[src/rtl/adpd_pkg.sv]
// Package: shared tie classes and per-pin code tables for the address pin decoder.
// Assumes odd pin indices use the upper table and even indices the lower one.
package adpd_pkg;

    // What an address-select pin is connected to
    typedef enum logic [1:0] {
        TIE_SCL = 2'd0,
        TIE_SDA = 2'd1,
        TIE_GND = 2'd2,
        TIE_SUP = 2'd3
    } tie_e;

    // Two-bit address code for a pin class; the table depends on the pin position
    function automatic logic [1:0] tie_code(input int pin_idx, input tie_e t);
        logic [1:0] c;
        if ((pin_idx % 2) == 1) begin
            case (t)
                TIE_SCL: c = 2'b00;
                TIE_SDA: c = 2'b01;
                TIE_GND: c = 2'b10;
                default: c = 2'b11;
            endcase
        end else begin
            case (t)
                TIE_GND: c = 2'b00;
                TIE_SUP: c = 2'b01;
                TIE_SCL: c = 2'b10;
                default: c = 2'b11;
            endcase
        end
        return c;
    endfunction

endpackage

[src/rtl/adpd_xfer_tracker.sv]
// Transmission tracker: turns the transmission-active level into start,
// continue and commit strobes.
// Assumes xfer_active is already synchronous to clk.
module adpd_xfer_tracker (
    input  logic clk,
    input  logic rst_n,
    input  logic xfer_active,
    output logic first_smp,
    output logic next_smp,
    output logic commit
);

    logic active_q;

    // Remember last cycle's transmission state
    always_ff @(posedge clk) begin
        if (!rst_n) active_q <= 1'b0;
        else        active_q <= xfer_active;
    end

    assign first_smp = xfer_active & ~active_q;
    assign next_smp  = xfer_active &  active_q;
    assign commit    = ~xfer_active & active_q;

    assert_strobes_exclusive_R8: assert property (@(posedge clk) disable iff (!rst_n)
        $countones({first_smp, next_smp, commit}) <= 1);

endmodule

[src/rtl/adpd_pin_classifier.sv]
// Pin classifier: watches one address pin against SCL and SDA for the length
// of a transmission, and commits a class when the transmission ends.
// Assumes all inputs are synchronised and the strobes come from adpd_xfer_tracker.
module adpd_pin_classifier
    import adpd_pkg::*;
(
    input  logic clk,
    input  logic rst_n,
    input  logic pin,
    input  logic scl,
    input  logic sda,
    input  logic xfer_active,
    input  logic first_smp,
    input  logic next_smp,
    input  logic commit,
    output tie_e tie,
    output logic done
);

    logic follow_scl;
    logic follow_sda;
    logic saw_low;
    logic idle_lvl;
    tie_e held;
    tie_e verdict;

    // Collect the match and low evidence over the samples of a transmission
    always_ff @(posedge clk) begin
        if (!rst_n) begin
            follow_scl <= 1'b0;
            follow_sda <= 1'b0;
            saw_low    <= 1'b0;
        end else if (first_smp) begin
            follow_scl <= (pin == scl);
            follow_sda <= (pin == sda);
            saw_low    <= ~pin;
        end else if (next_smp) begin
            follow_scl <= follow_scl & (pin == scl);
            follow_sda <= follow_sda & (pin == sda);
            saw_low    <= saw_low | ~pin;
        end
    end

    // Decide the class from the collected evidence; SCL takes priority
    always_comb begin
        if (!saw_low)        verdict = TIE_SUP;
        else if (follow_scl) verdict = TIE_SCL;
        else if (follow_sda) verdict = TIE_SDA;
        else                 verdict = TIE_GND;
    end

    // Latch the class at the end of each transmission
    always_ff @(posedge clk) begin
        if (!rst_n) begin
            held <= TIE_SUP;
            done <= 1'b0;
        end else if (commit) begin
            held <= verdict;
            done <= 1'b1;
        end
    end

    // Track the pin's level while the bus is idle, for use before the first commit
    always_ff @(posedge clk) begin
        if (!rst_n)            idle_lvl <= 1'b1;
        else if (!xfer_active) idle_lvl <= pin;
    end

    assign tie = done ? held : (idle_lvl ? TIE_SUP : TIE_GND);

    assert_stable_in_xfer_R8: assert property (@(posedge clk) disable iff (!rst_n)
        xfer_active |=> $stable(tie));

    assert_bus_tie_needs_low_R5: assert property (@(posedge clk) disable iff (!rst_n)
        commit |=> ((tie == TIE_SCL || tie == TIE_SDA) -> $past(saw_low)));

    assert_static_before_first_R4: assert property (@(posedge clk) disable iff (!rst_n)
        !done |-> (tie == TIE_SUP || tie == TIE_GND));

endmodule

[src/rtl/adpd_addr_encoder.sv]
// Address encoder: maps the per-pin classes onto the slave address and the
// group default selects.
// Assumes ADDR_W leaves room for 2*PIN_CNT code bits under the fixed prefix.
module adpd_addr_encoder
    import adpd_pkg::*;
#(
    parameter int ADDR_W  = 7,
    parameter int PIN_CNT = 2,
    parameter logic [ADDR_W-2*PIN_CNT-1:0] FIXED_UPPER = 3'b101
) (
    input  tie_e [PIN_CNT-1:0]  ties,
    output logic [ADDR_W-1:0]   addr,
    output logic [PIN_CNT-1:0]  dflt_hi
);

    localparam int CODE_W = 2 * PIN_CNT;

    logic [CODE_W-1:0] codes;

    // One code field and one default select per pin
    for (genvar i = 0; i < PIN_CNT; i++) begin : g_pin
        assign codes[2*i +: 2] = tie_code(i, ties[i]);
        assign dflt_hi[i]      = (ties[i] != TIE_GND);
    end

    assign addr = {FIXED_UPPER, codes};

endmodule

[src/rtl/adpd_addr_decoder.sv]
// Top: bus-tracking address pin decoder. Classifies each address pin
// and publishes the slave address, a valid flag and the group default selects.
// Assumes synchronised inputs and a synchronous active-low reset.
module adpd_addr_decoder
    import adpd_pkg::*;
#(
    parameter int ADDR_W  = 7,
    parameter int PIN_CNT = 2,
    parameter logic [ADDR_W-2*PIN_CNT-1:0] FIXED_UPPER = 3'b101
) (
    input  logic               clk,
    input  logic               rst_n,
    input  logic [PIN_CNT-1:0] adr_pin,
    input  logic               scl,
    input  logic               sda,
    input  logic               xfer_active,
    output logic [ADDR_W-1:0]  slave_addr,
    output logic               addr_valid,
    output logic [PIN_CNT-1:0] grp_dflt_hi
);

    logic first_smp;
    logic next_smp;
    logic commit;
    tie_e [PIN_CNT-1:0] ties;
    logic [PIN_CNT-1:0] pin_done;

    adpd_xfer_tracker u_trk (
        .clk        (clk),
        .rst_n      (rst_n),
        .xfer_active(xfer_active),
        .first_smp  (first_smp),
        .next_smp   (next_smp),
        .commit     (commit)
    );

    // One classifier per address pin
    for (genvar i = 0; i < PIN_CNT; i++) begin : g_cls
        adpd_pin_classifier u_cls (
            .clk        (clk),
            .rst_n      (rst_n),
            .pin        (adr_pin[i]),
            .scl        (scl),
            .sda        (sda),
            .xfer_active(xfer_active),
            .first_smp  (first_smp),
            .next_smp   (next_smp),
            .commit     (commit),
            .tie        (ties[i]),
            .done       (pin_done[i])
        );
    end

    adpd_addr_encoder #(
        .ADDR_W     (ADDR_W),
        .PIN_CNT    (PIN_CNT),
        .FIXED_UPPER(FIXED_UPPER)
    ) u_enc (
        .ties   (ties),
        .addr   (slave_addr),
        .dflt_hi(grp_dflt_hi)
    );

    assign addr_valid = &pin_done;

    assert_valid_sticky_R11: assert property (@(posedge clk) disable iff (!rst_n)
        $past(rst_n) |-> !$fell(addr_valid));

    assert_valid_low_after_reset_R11: assert property (@(posedge clk) disable iff (!rst_n)
        !$past(rst_n) |-> !addr_valid);

    assert_addr_frozen_in_xfer_R8: assert property (@(posedge clk) disable iff (!rst_n)
        xfer_active |=> ($stable(slave_addr) && $stable(grp_dflt_hi)));

endmodule

[config.mk]
export PLATFORM = sky130hd
export DESIGN_NAME = adpd_addr_decoder
export DESIGN_NICKNAME = d
export VERILOG_FILES = /design/src/rtl/adpd_pkg.sv /design/src/rtl/adpd_xfer_tracker.sv /design/src/rtl/adpd_pin_classifier.sv /design/src/rtl/adpd_addr_encoder.sv /design/src/rtl/adpd_addr_decoder.sv
export SDC_FILE = /design/constraint.sdc
export NUM_CORES = 1
export LEC_CHECK = 0
export BUFFER_PORTS_ARGS = -buffer_cell sky130_fd_sc_hd__buf_2
export CORE_AREA = 2 2 39 41
export CTS_CLUSTER_DIAMETER = 40
export CTS_CLUSTER_SIZE = 8
export DETAILED_ROUTE_END_ITERATION = 16
export DIE_AREA = 0 0 41 43
export HOLD_SLACK_MARGIN = 0.02
export MAX_ROUTING_LAYER = met4
export PLACE_DENSITY_LB_ADDON = 0.15
export SETUP_SLACK_MARGIN = 0.5
export SLEW_MARGIN = 40
export SYNTH_ARGS = -nofsm -noshare
export SYNTH_HDL_FRONTEND = slang
export SYNTH_SLANG_ARGS = --single-unit
[constraint.sdc]
create_clock -name clk -period 2.91 [get_ports clk]
set_input_delay 0.582 -clock clk [delete_from_list [all_inputs] [get_ports clk]]
set_output_delay 0.582 -clock clk [all_outputs]
set_load 0.02 [all_outputs]
==> flow_metrics.env, run 1 <==
export IMPL_status="finished clean"
export IMPL_die_w_um=41
export IMPL_cts_sinks=14
export IMPL_ys_seq_area_share_pct=43.3
export IMPL_r2r_end="g_cls[0].u_cls.held[0]"
export IMPL_multiInputGateArea_um2=327
export IMPL_worst_r2r_setup_slack_ns=1.72
export IMPL_initial_core_util_pct=46.7
export IMPL_die_h_um=43
export IMPL_fillCellCount=140
export IMPL_crit_type="reg -> out"
export IMPL_grt_antenna_before_repair=0
export IMPL_regArea_um2=280
export IMPL_grt_use_total_pct=14.6
export IMPL_path_max_fanout=6
export IMPL_power_total_uw=360
export IMPL_grt_pass1_vias=390
export IMPL_p_per_area_nw_per_um2=503
export IMPL_clkLatencyLatePin_ns=0.27
export IMPL_arrival_ns=1.37
export IMPL_clockRootBuffer="clkbuf_4"
export IMPL_clockBufferDepth=2
export IMPL_cts_hold_buf=0
export IMPL_tns_ns=0
export IMPL_port_buffers=13
export IMPL_synth_distinct_cells=22
export IMPL_core_area_um2=1380
export IMPL_cts_tree="yes"
export IMPL_wl_per_cell_um=10.7
export IMPL_min_path_cells=2
export IMPL_layout_commonest_cell="dfxtp_1"
export IMPL_insertedDiodeCount=0
export IMPL_route_detailed_drc=0
export IMPL_ant_nets=0
export IMPL_maxSlewViolCount=0
export IMPL_fmax_mhz=512
export IMPL_dp_hpwl_um=779
export IMPL_layout_cells_non_filler=96
export IMPL_cts_buffers=3
export IMPL_synth_cells=69
export IMPL_power_leakage_uw=0.000301
export IMPL_syn_to_final_growth_pct=10.4
export IMPL_totalWireLength_um=1020
export IMPL_ys_flop_type="dfxtp_1"
export IMPL_synth_seq_cells=14
export IMPL_r2r_start="u_trk.active_q"
export IMPL_hold_end="g_cls[1].u_cls.held[1]"
export IMPL_fin_area_um2=714
export IMPL_drv_cap=0
export IMPL_cts_resized=0
export IMPL_drive_gt1_share_pct=26.3
export IMPL_fp_row_count=14
export IMPL_io_pins=17
export IMPL_worstSetupEndpointType="output pin"
export IMPL_postCtsSetupBuffers=0
export IMPL_dr_total_vias=461
export IMPL_required_ns=2.33
export IMPL_layout_common_cells="dfxtp_1, buf_2, nor2b_1, a21oi_1, o21ai_0"
export IMPL_grt_max_degree=15
export IMPL_cts_max_level=1
export IMPL_fp_dieArea_um2=1760
export IMPL_finalHoldViolations=0
export IMPL_synth_edf_count=0
export IMPL_async_flop_share_pct=0
export IMPL_vdd_drop_max_v=0.000270
export IMPL_fin_hold_ws_ns=0.472
export IMPL_skew_ns=0.00486
export IMPL_cts_reportedPaths_clkPinSlew_ns=0.07
export IMPL_setup_viol=0
export IMPL_viasPerCell=4.80
export IMPL_period_share_pct=67.1
export IMPL_start_kind="flip-flop"
export IMPL_syn_area_per_cell_um2=9.37
export IMPL_netlist_area_um2=647
export IMPL_ff2ff_path_depth=3
export IMPL_dr_pass1_iters=5
export IMPL_grt_overflow_total=0
export IMPL_fin_crit_ns=1.95
export IMPL_dpl_cell_area_um2=692
export IMPL_hp_start="g_cls[1].u_cls.held[1]"
export IMPL_nets=89
export IMPL_ys_warnings_count=0
export IMPL_gp_congestion=0.709
export IMPL_rsz0062_at_grt="no"
export IMPL_hold_path_class="reg -> reg"
export IMPL_dp_cells=93
export IMPL_drtIter0Drc=1
export IMPL_grt_pass1_wl_um=1640
synthesized netlist by cell type (2+ instances only):
cell / instances / area [µm²]
a21oi_1: 6 / 30.0
and3_1: 2 / 12.5
buf_2: 2 / 10.0
buf_4: 3 / 22.5
conb_1: 2 / 7.51
dfxtp_1: 14 / 280
mux2i_1: 4 / 40.0
nand2_1: 4 / 15.0
nand2b_1: 3 / 18.8
nor2_1: 2 / 7.51
nor2b_1: 6 / 37.5
o21ai_0: 6 / 30.0
o21ai_2: 2 / 17.5
or2b_1: 2 / 15.0
xor2_1: 4 / 35.0
worst max path at each step:
stage / slack (ns) / cells after the start / end / startpoint
after floorplan: 1.15 / 2 / grp_dflt_hi[1] / g_cls[0].u_cls.done
after global placement: 1.26 / 3 / grp_dflt_hi[0] / g_cls[0].u_cls.done
after detailed placement: 1.23 / 3 / grp_dflt_hi[0] / g_cls[0].u_cls.done
after CTS: 0.92 / 3 / grp_dflt_hi[0] / g_cls[0].u_cls.done
after global routing: 0.87 / 3 / grp_dflt_hi[0] / g_cls[0].u_cls.done
final: 0.96 / 3 / grp_dflt_hi[0] / g_cls[0].u_cls.done
cell type report:
| type | instances | share of cell area [%] |
|---|---|---|
| Timing Repair Buffer | 13 | 9.11 |
| Sequential cell | 14 | 39.2 |
| Clock buffer | 3 | 3.15 |
| Multi-Input combinational cell | 50 | 45.7 |
| Tap cell | 16 | 2.80 |
critical path, stage by stage, from the launching register on:
cell and delay [ns]:
dfxtp_1 0.42, mux2_4 0.32, or2_1 0.20, buf_2 0.16
power by group:
group	internal [µW]	switching [µW]
clock	47.9	53.1
sequential	201	6.57
combinational	22.3	28.7
total	271	88.3
stage by stage:
stage	utilization [%]	worst slack, ns
finish	51.6	0.957
global route	51.6	0.865
CTS	51.6	0.918
detailed placement	50.0	1.23
global placement	50.0	1.26
floorplan	-	1.15
per-layer routing:
| metal | vias to the layer above | wire length [µm] | GRT usage (%) |
|---|---|---|---|
| li1 | 244 | - | - |
| met1 | 200 | 483 | 17.2 |
| met2 | 15 | 472 | 20.3 |
| met3 | 2 | 57 | 3.14 |
| met4 | 0 | 10 | 12.0 |
| met5 | - | 0 | - |
state kept, by name, indices dropped and copies added (netlist names):
| register | cells |
|---|---|
| g_cls.u_cls.follow_scl | 2 |
| g_cls.u_cls.done | 1 |
| g_cls.u_cls.follow_sda | 2 |
| g_cls.u_cls.saw_low | 2 |
| g_cls.u_cls.held | 4 |
| g_cls.u_cls.idle_lvl | 2 |
| u_trk.active_q | 1 |
kinds of logic after synthesis:
logic type / count (synthesis) / synth area share [%]
XOR/XNOR: 4 / 5.42
buffers and inverters: 6 / 6.77
AO/OA/AOI/OAI: 15 / 13.2
other: 2 / 1.16
flip-flops: 14 / 43.3
AND/OR/NAND/NOR: 22 / 19.9
multiplexers: 6 / 10.3
Power figures use the tool's default switching activity.
==> run 2, diff against run 1 <==
Settings changed: ABC_AREA set to 1, CORE_AREA 2 2 39 41 to unset, CORE_MARGIN set to 2, CORE_UTILIZATION set to 49, DIE_AREA 0 0 41 43 to unset.
Clock period 2.91 ns to 1.9 ns, I/O delays scaled along.
==> flow_metrics.env, run 2 <==
export IMPL_status="finished clean"
export IMPL_period_share_pct=79.1
export IMPL_ys_seq_area_share_pct=42.3
export IMPL_fin_crit_ns=1.50
export IMPL_hold_path_class="in -> reg"
export IMPL_io_pins=17
export IMPL_setup_viol=0
export IMPL_synthTopCellsByCount="nand2_1, dfxtp_1, nor2_1"
export IMPL_insertedDiodeCount=0
export IMPL_worstSetupEndpointType="output pin"
export IMPL_netlist_area_um2=663
export IMPL_ys_top_cells_by_area="dfxtp_1, nand2_1, nor2_1, inv_1, a21oi_1"
export IMPL_layout_commonest_cell="nand2_1"
export IMPL_crit_type="reg -> out"
export IMPL_dp_hpwl_um=872
export IMPL_grt_max_degree=11
export IMPL_grt_pass1_vias=507
export IMPL_cts_reportedPaths_clkPinSlew_ns=0.08
export IMPL_dr_total_vias=622
export IMPL_nets=123
export IMPL_skew_ns=0.00334
export IMPL_cts_hold_buf=0
export IMPL_synth_cells=101
export IMPL_yosysTopAreaCell="dfxtp_1"
export IMPL_synth_mux_area_fraction_pct=0
export IMPL_cts_max_level=1
export IMPL_fp_row_count=13
export IMPL_cts_sinks=14
export IMPL_synth_most_common_cell="nand2_1"
export IMPL_fp_dieArea_um2=1660
export IMPL_drv_cap=0
export IMPL_synth_compound_area_share_pct=9.81
export IMPL_drive_gt1_share_pct=23.7
export IMPL_wl_per_cell_um=8.91
export IMPL_synth_top_cell_area_share_pct=42.3
export IMPL_async_flop_share_pct=0
export IMPL_largest_reg_flops=4
export IMPL_clkLatencyLatePin_ns=0.28
export IMPL_viasPerCell=4.82
export IMPL_synth_adder_area_share_pct=0
export IMPL_power_leakage_uw=0.000392
export IMPL_maxSlewViolCount=0
export IMPL_die_h_um=40.8
export IMPL_ys_flop_type="dfxtp_1"
export IMPL_grt_antenna_before_repair=0
export IMPL_start_kind="flip-flop"
export IMPL_cts_buffers=3
export IMPL_clockRootBuffer="clkbuf_4"
export IMPL_finalHoldViolations=0
export IMPL_tns_ns=0
export IMPL_ys_warnings_count=0
export IMPL_grt_pass1_wl_um=1880
export IMPL_gp_congestion=0.697
export IMPL_vdd_drop_max_v=0.000411
export IMPL_synth_top_family_by_area="simple AND/OR/NAND/NOR gates"
export IMPL_synth_edf_count=0
export IMPL_totalWireLength_um=1150
export IMPL_syn_to_final_growth_pct=15.8
export IMPL_grt_overflow_total=0
export IMPL_clockBufferDepth=2
export IMPL_dr_pass1_iters=4
export IMPL_drtIter0Drc=14
export IMPL_regArea_um2=284
export IMPL_port_buffers=13
export IMPL_path_max_fanout=3
export IMPL_layout_common_cells="nand2_1, dfxtp_1, nor2_1"
export IMPL_synth_seq_cells=14
export IMPL_dp_cells=125
export IMPL_layout_cells_non_filler=129
export IMPL_rsz0062_at_grt="yes"
export IMPL_synth_distinct_cells=15
export IMPL_core_area_um2=1280
export IMPL_regMostFlops="g_cls.u_cls.held"
export IMPL_required_ns=1.52
export IMPL_fillCellCount=117
export IMPL_synthXorXnorAreaFrac_pct=0
export IMPL_route_detailed_drc=0
export IMPL_cts_tree="yes"
export IMPL_grt_use_total_pct=18.2
export IMPL_syn_area_per_cell_um2=6.57
export IMPL_min_path_cells=2
export IMPL_fmax_mhz=666
export IMPL_die_w_um=40.8
export IMPL_arrival_ns=1.12
export IMPL_initial_core_util_pct=51.6
export IMPL_synth_simple_gate_area_share_pct=34.2
export IMPL_p_per_area_nw_per_um2=774
export IMPL_ff2ff_path_depth=5
export IMPL_ant_nets=0
export IMPL_multiInputGateArea_um2=308
==> run 2: changes by cell type after synthesis, moves of 3 or more <==
cell,before,now
nand2b_1,3,0
nand2_2,0,4
nor2_1,2,13
xor2_1,4,0
inv_1,0,9
inv_2,0,3
nand3_1,0,3
nor2b_1,6,0
nand2_1,4,35
mux2i_1,4,0
==> run 2: layout make-up <==
cell class / count / share of cell area [%]
Multi-Input combinational cell: 71 / 40.1
Sequential cell: 14 / 37.0
Timing Repair Buffer: 14 / 11.4
Inverter: 12 / 6.19
Clock buffer: 3 / 2.93
Tap cell: 15 / 2.44
==> run 2: worst paths after layout <==
path                            slack, ns              startpoint                         to
worst min register to register       0.47  g_cls[0].u_cls.held[0]     g_cls[0].u_cls.held[0]
worst max register to register       1.12          u_trk.active_q  g_cls[0].u_cls.follow_scl
worst min-delay path                 0.36              adr_pin[1]     g_cls[1].u_cls.saw_low
worst max-delay path                 0.40     g_cls[0].u_cls.done             grp_dflt_hi[0]
==> run 2: through the flow <==
step	cell area, µm²	power, µW	setup WS [ns]	utilization [%]	hold WS (ns)
final	768	594	0.398	59.8	0.364
after global routing	768	625	0.337	59.8	0.392
after CTS	757	596	0.386	58.9	0.360
after detailed placement	716	432	0.626	55.7	0.454
after global placement	716	429	0.674	55.7	0.451
after floorplan	671	409	0.573	-	0.433
==> run 2: worst max-delay path: stages (launching register included) <==
cell	delay, ns
dfxtp_4	0.37
inv_4	0.04
nand2_2	0.05
nand2_2	0.04
or2_1	0.21
buf_6	0.13
==> run 2: routing by layer <==
metal,share of wire (%),vias up,GRT usage [%]
li1,-,327,-
met1,45,268,19.3
met2,48,25,29.7
met3,6.3,2,3.26
met4,1.2,0,14.2
met5,0,-,-
==> run 2: power by group <==
| part | internal, µW | total, µW | switching (µW) |
|---|---|---|---|
| Clock | 73.5 | 163 | 89.0 |
| Combinational | 41.1 | 110 | 68.6 |
| Sequential | 311 | 322 | 11.1 |
| Total | 426 | 594 | 169 |
==> run 2: kinds of logic after synthesis <==
family / Yosys count
simple gates: 56
buf+inv: 17
flops: 14
compound gates: 12
other cells: 2
==> run 2: repair_timing <==
| item | CTS | global route |
|---|---|---|
| buffers inserted | 1 | 0 |
| gates resized for setup | 4 | 5 |
| setup endpoints to repair | 2 | 4 |
| pin swaps | 1 | 0 |
| cloned | 0 | 0 |
==> run 3, diff against run 2 <==
Settings changed: ABC_AREA 1 to 0.
Clock period 1.9 ns to 1.4 ns, I/O delays scaled along.
==> flow_metrics.env, run 3 (synthesized netlist as in run 1, its figures left out) <==
export IMPL_final_util_pct=64.3
export IMPL_endpoint="grp_dflt_hi[0]"
export IMPL_initial_core_util_pct=51.0
export IMPL_cts_buffers=3
export IMPL_path_cells="mux2_4 > or2_4 > buf_6"
export IMPL_gp_congestion=0.654
export IMPL_grt_overflow_total=0
export IMPL_maxSlewViolCount=0
export IMPL_dr_total_vias=486
export IMPL_clockBufferDepth=2
export IMPL_layout_common_cells="dfxtp_1, buf_2, nor2b_1, buf_6"
export IMPL_vdd_drop_max_v=0.000690
export IMPL_wl_per_cell_um=10.3
export IMPL_clockRootBuffer="clkbuf_4"
export IMPL_p_per_area_nw_per_um2=1030
export IMPL_ff2ff_path_depth=4
export IMPL_worstSetupEndpointType="output pin"
export IMPL_grt_antenna_before_repair=0
export IMPL_core_area_um2=1270
export IMPL_cts_reportedPaths_clkPinSlew_ns=0.08
export IMPL_r2r_end="g_cls[0].u_cls.held[1]"
export IMPL_grt_pass1_wl_um=1590
export IMPL_cp_slowest_cell="dfxtp_4"
export IMPL_arrival_ns=1.31
export IMPL_setup_viol=3
export IMPL_insertedDiodeCount=0
export IMPL_cts_max_level=1
export IMPL_cts_sinks=14
export IMPL_worst_slack_ns=-0.188
export IMPL_start_kind="flip-flop"
export IMPL_tns_ns=-0.338
export IMPL_crit_type="reg -> out"
export IMPL_port_buffers=13
export IMPL_power_leakage_uw=0.000349
export IMPL_skew_ns=0.00420
export IMPL_cts_hold_buf=0
export IMPL_path_max_fanout=5
export IMPL_required_ns=1.12
export IMPL_grt_pass1_vias=410
export IMPL_fmax_mhz=630
export IMPL_violations="negative setup slack"
export IMPL_die_w_um=40.3
export IMPL_crit_path_start="g_cls[0].u_cls.done"
export IMPL_drtIter0Drc=3
export IMPL_cp_num_cells=3
export IMPL_die_h_um=40.3
export IMPL_hold_path_class="in -> reg"
export IMPL_fp_row_count=13
export IMPL_slowest_delay_ns=0.38
export IMPL_fin_hold_ws_ns=0.282
export IMPL_dr_pass1_iters=3
export IMPL_clkLatencyLatePin_ns=0.28
export IMPL_syn_to_final_growth_pct=26.1
export IMPL_status="finished with violations"
export IMPL_fin_crit_ns=1.59
export IMPL_route_detailed_drc=0
export IMPL_finalHoldViolations=0
export IMPL_nets=91
export IMPL_drv_cap=0
export IMPL_io_pins=17
export IMPL_period_share_pct=113
export IMPL_worst_r2r_setup_slack_ns=0.45
export IMPL_largest_reg_flops=4
export IMPL_cp_top_family="flip-flops"
export IMPL_cts_tree="yes"
export IMPL_grt_use_total_pct=16.1
export IMPL_fp_dieArea_um2=1630
export IMPL_layout_commonest_cell="dfxtp_1"
export IMPL_grt_max_degree=15
export IMPL_drive_gt1_share_pct=41.0
export IMPL_totalWireLength_um=1010
export IMPL_regMostFlops="g_cls.u_cls.held"
export IMPL_r2r_start="u_trk.active_q"
export IMPL_timing_critical_path_buf_inv=1
export IMPL_dp_hpwl_um=733
export IMPL_ant_nets=0
export IMPL_rsz0062_at_grt="yes"
export IMPL_viasPerCell=4.96
run 3: cell count changes in the layout (fill, tap and decap cells not counted), sizes merged, moves of 3 or more:
cell / before / now
inv: 12 / 0
nor2b: 0 / 6
nor2: 13 / 2
mux2i: 0 / 4
nand2b: 0 / 3
nand3: 3 / 0
xor2: 0 / 4
nand2: 39 / 4
o21ai: 5 / 8
run 3: how the worst min path moves through the flow:
| stage | start | endpoint | cells after the start | slack, ns |
|---|---|---|---|---|
| 6_report | adr_pin[1] | g_cls[1].u_cls.idle_lvl | 3 | 0.28 |
| 5_1_grt | rst_n | g_cls[0].u_cls.held[0] | 2 | 0.28 |
| 4_1_cts | rst_n | g_cls[1].u_cls.held[0] | 2 | 0.27 |
| 3_5_place_dp | g_cls[1].u_cls.held[1] | g_cls[1].u_cls.held[1] | 2 | 0.46 |
| 3_3_place_gp | g_cls[1].u_cls.held[1] | g_cls[1].u_cls.held[1] | 2 | 0.45 |
| 2_1_floorplan | adr_pin[0] | g_cls[0].u_cls.idle_lvl | 2 | 0.40 |
run 3: what timing repair did:
item / 4_1_cts / 5_1_grt
endpoints found under the hold margin: 0 / 0
cloned: 0 / 0
buffers inserted: 1 / 0
gates resized for setup: 14 / 7
endpoints found under the setup margin: 11 / 17
pin swaps: 0 / 2
run 3: worst min-delay path, delay by kind of cell:
kind,cells,cell delay (ns)
AND/OR/NAND/NOR,1,0.05
buffers and inverters,1,0.13
multiplexers,1,0.07
run 3: metrics by stage:
| step | power, µW | setup slack [ns] | instance area [µm²] | cells |
|---|---|---|---|---|
| 2_1_floorplan | 527 | 0.119 | 668 | 70 |
| 3_3_place_gp | 550 | 0.103 | 713 | 93 |
| 3_5_place_dp | 551 | 0.0919 | 713 | 93 |
| 4_1_cts | 851 | -0.203 | 805 | 98 |
| 5_1_grt | 893 | -0.236 | 816 | 98 |
| 6_report | 841 | -0.188 | 816 | 98 |
run 3: cell type report:
| cell class | count | area, µm² |
|---|---|---|
| fill | 118 | 453 |
| multi-input combinational | 50 | 364 |
| sequential | 14 | 285 |
| timing repair buffer | 15 | 111 |
| clock buffer | 4 | 36.3 |
| tap | 15 | 18.8 |
run 3: report_power, final:
group	total (µW)	switching [µW]	internal, µW
Sequential	432	13.9	418
Combinational	127	64.5	62.9
Clock	282	124	158
Total	841	202	639
run 3: layer usage:
| layer | up-vias | wire length, µm | global-route usage (%) |
|---|---|---|---|
| met2 | 15 | 540 | 27.4 |
| met1 | 219 | 398 | 15.7 |
| met5 | - | 0 | - |
| met4 | 0 | 14 | 15.0 |
| met3 | 2 | 55 | 1.67 |
| li1 | 250 | - | - |
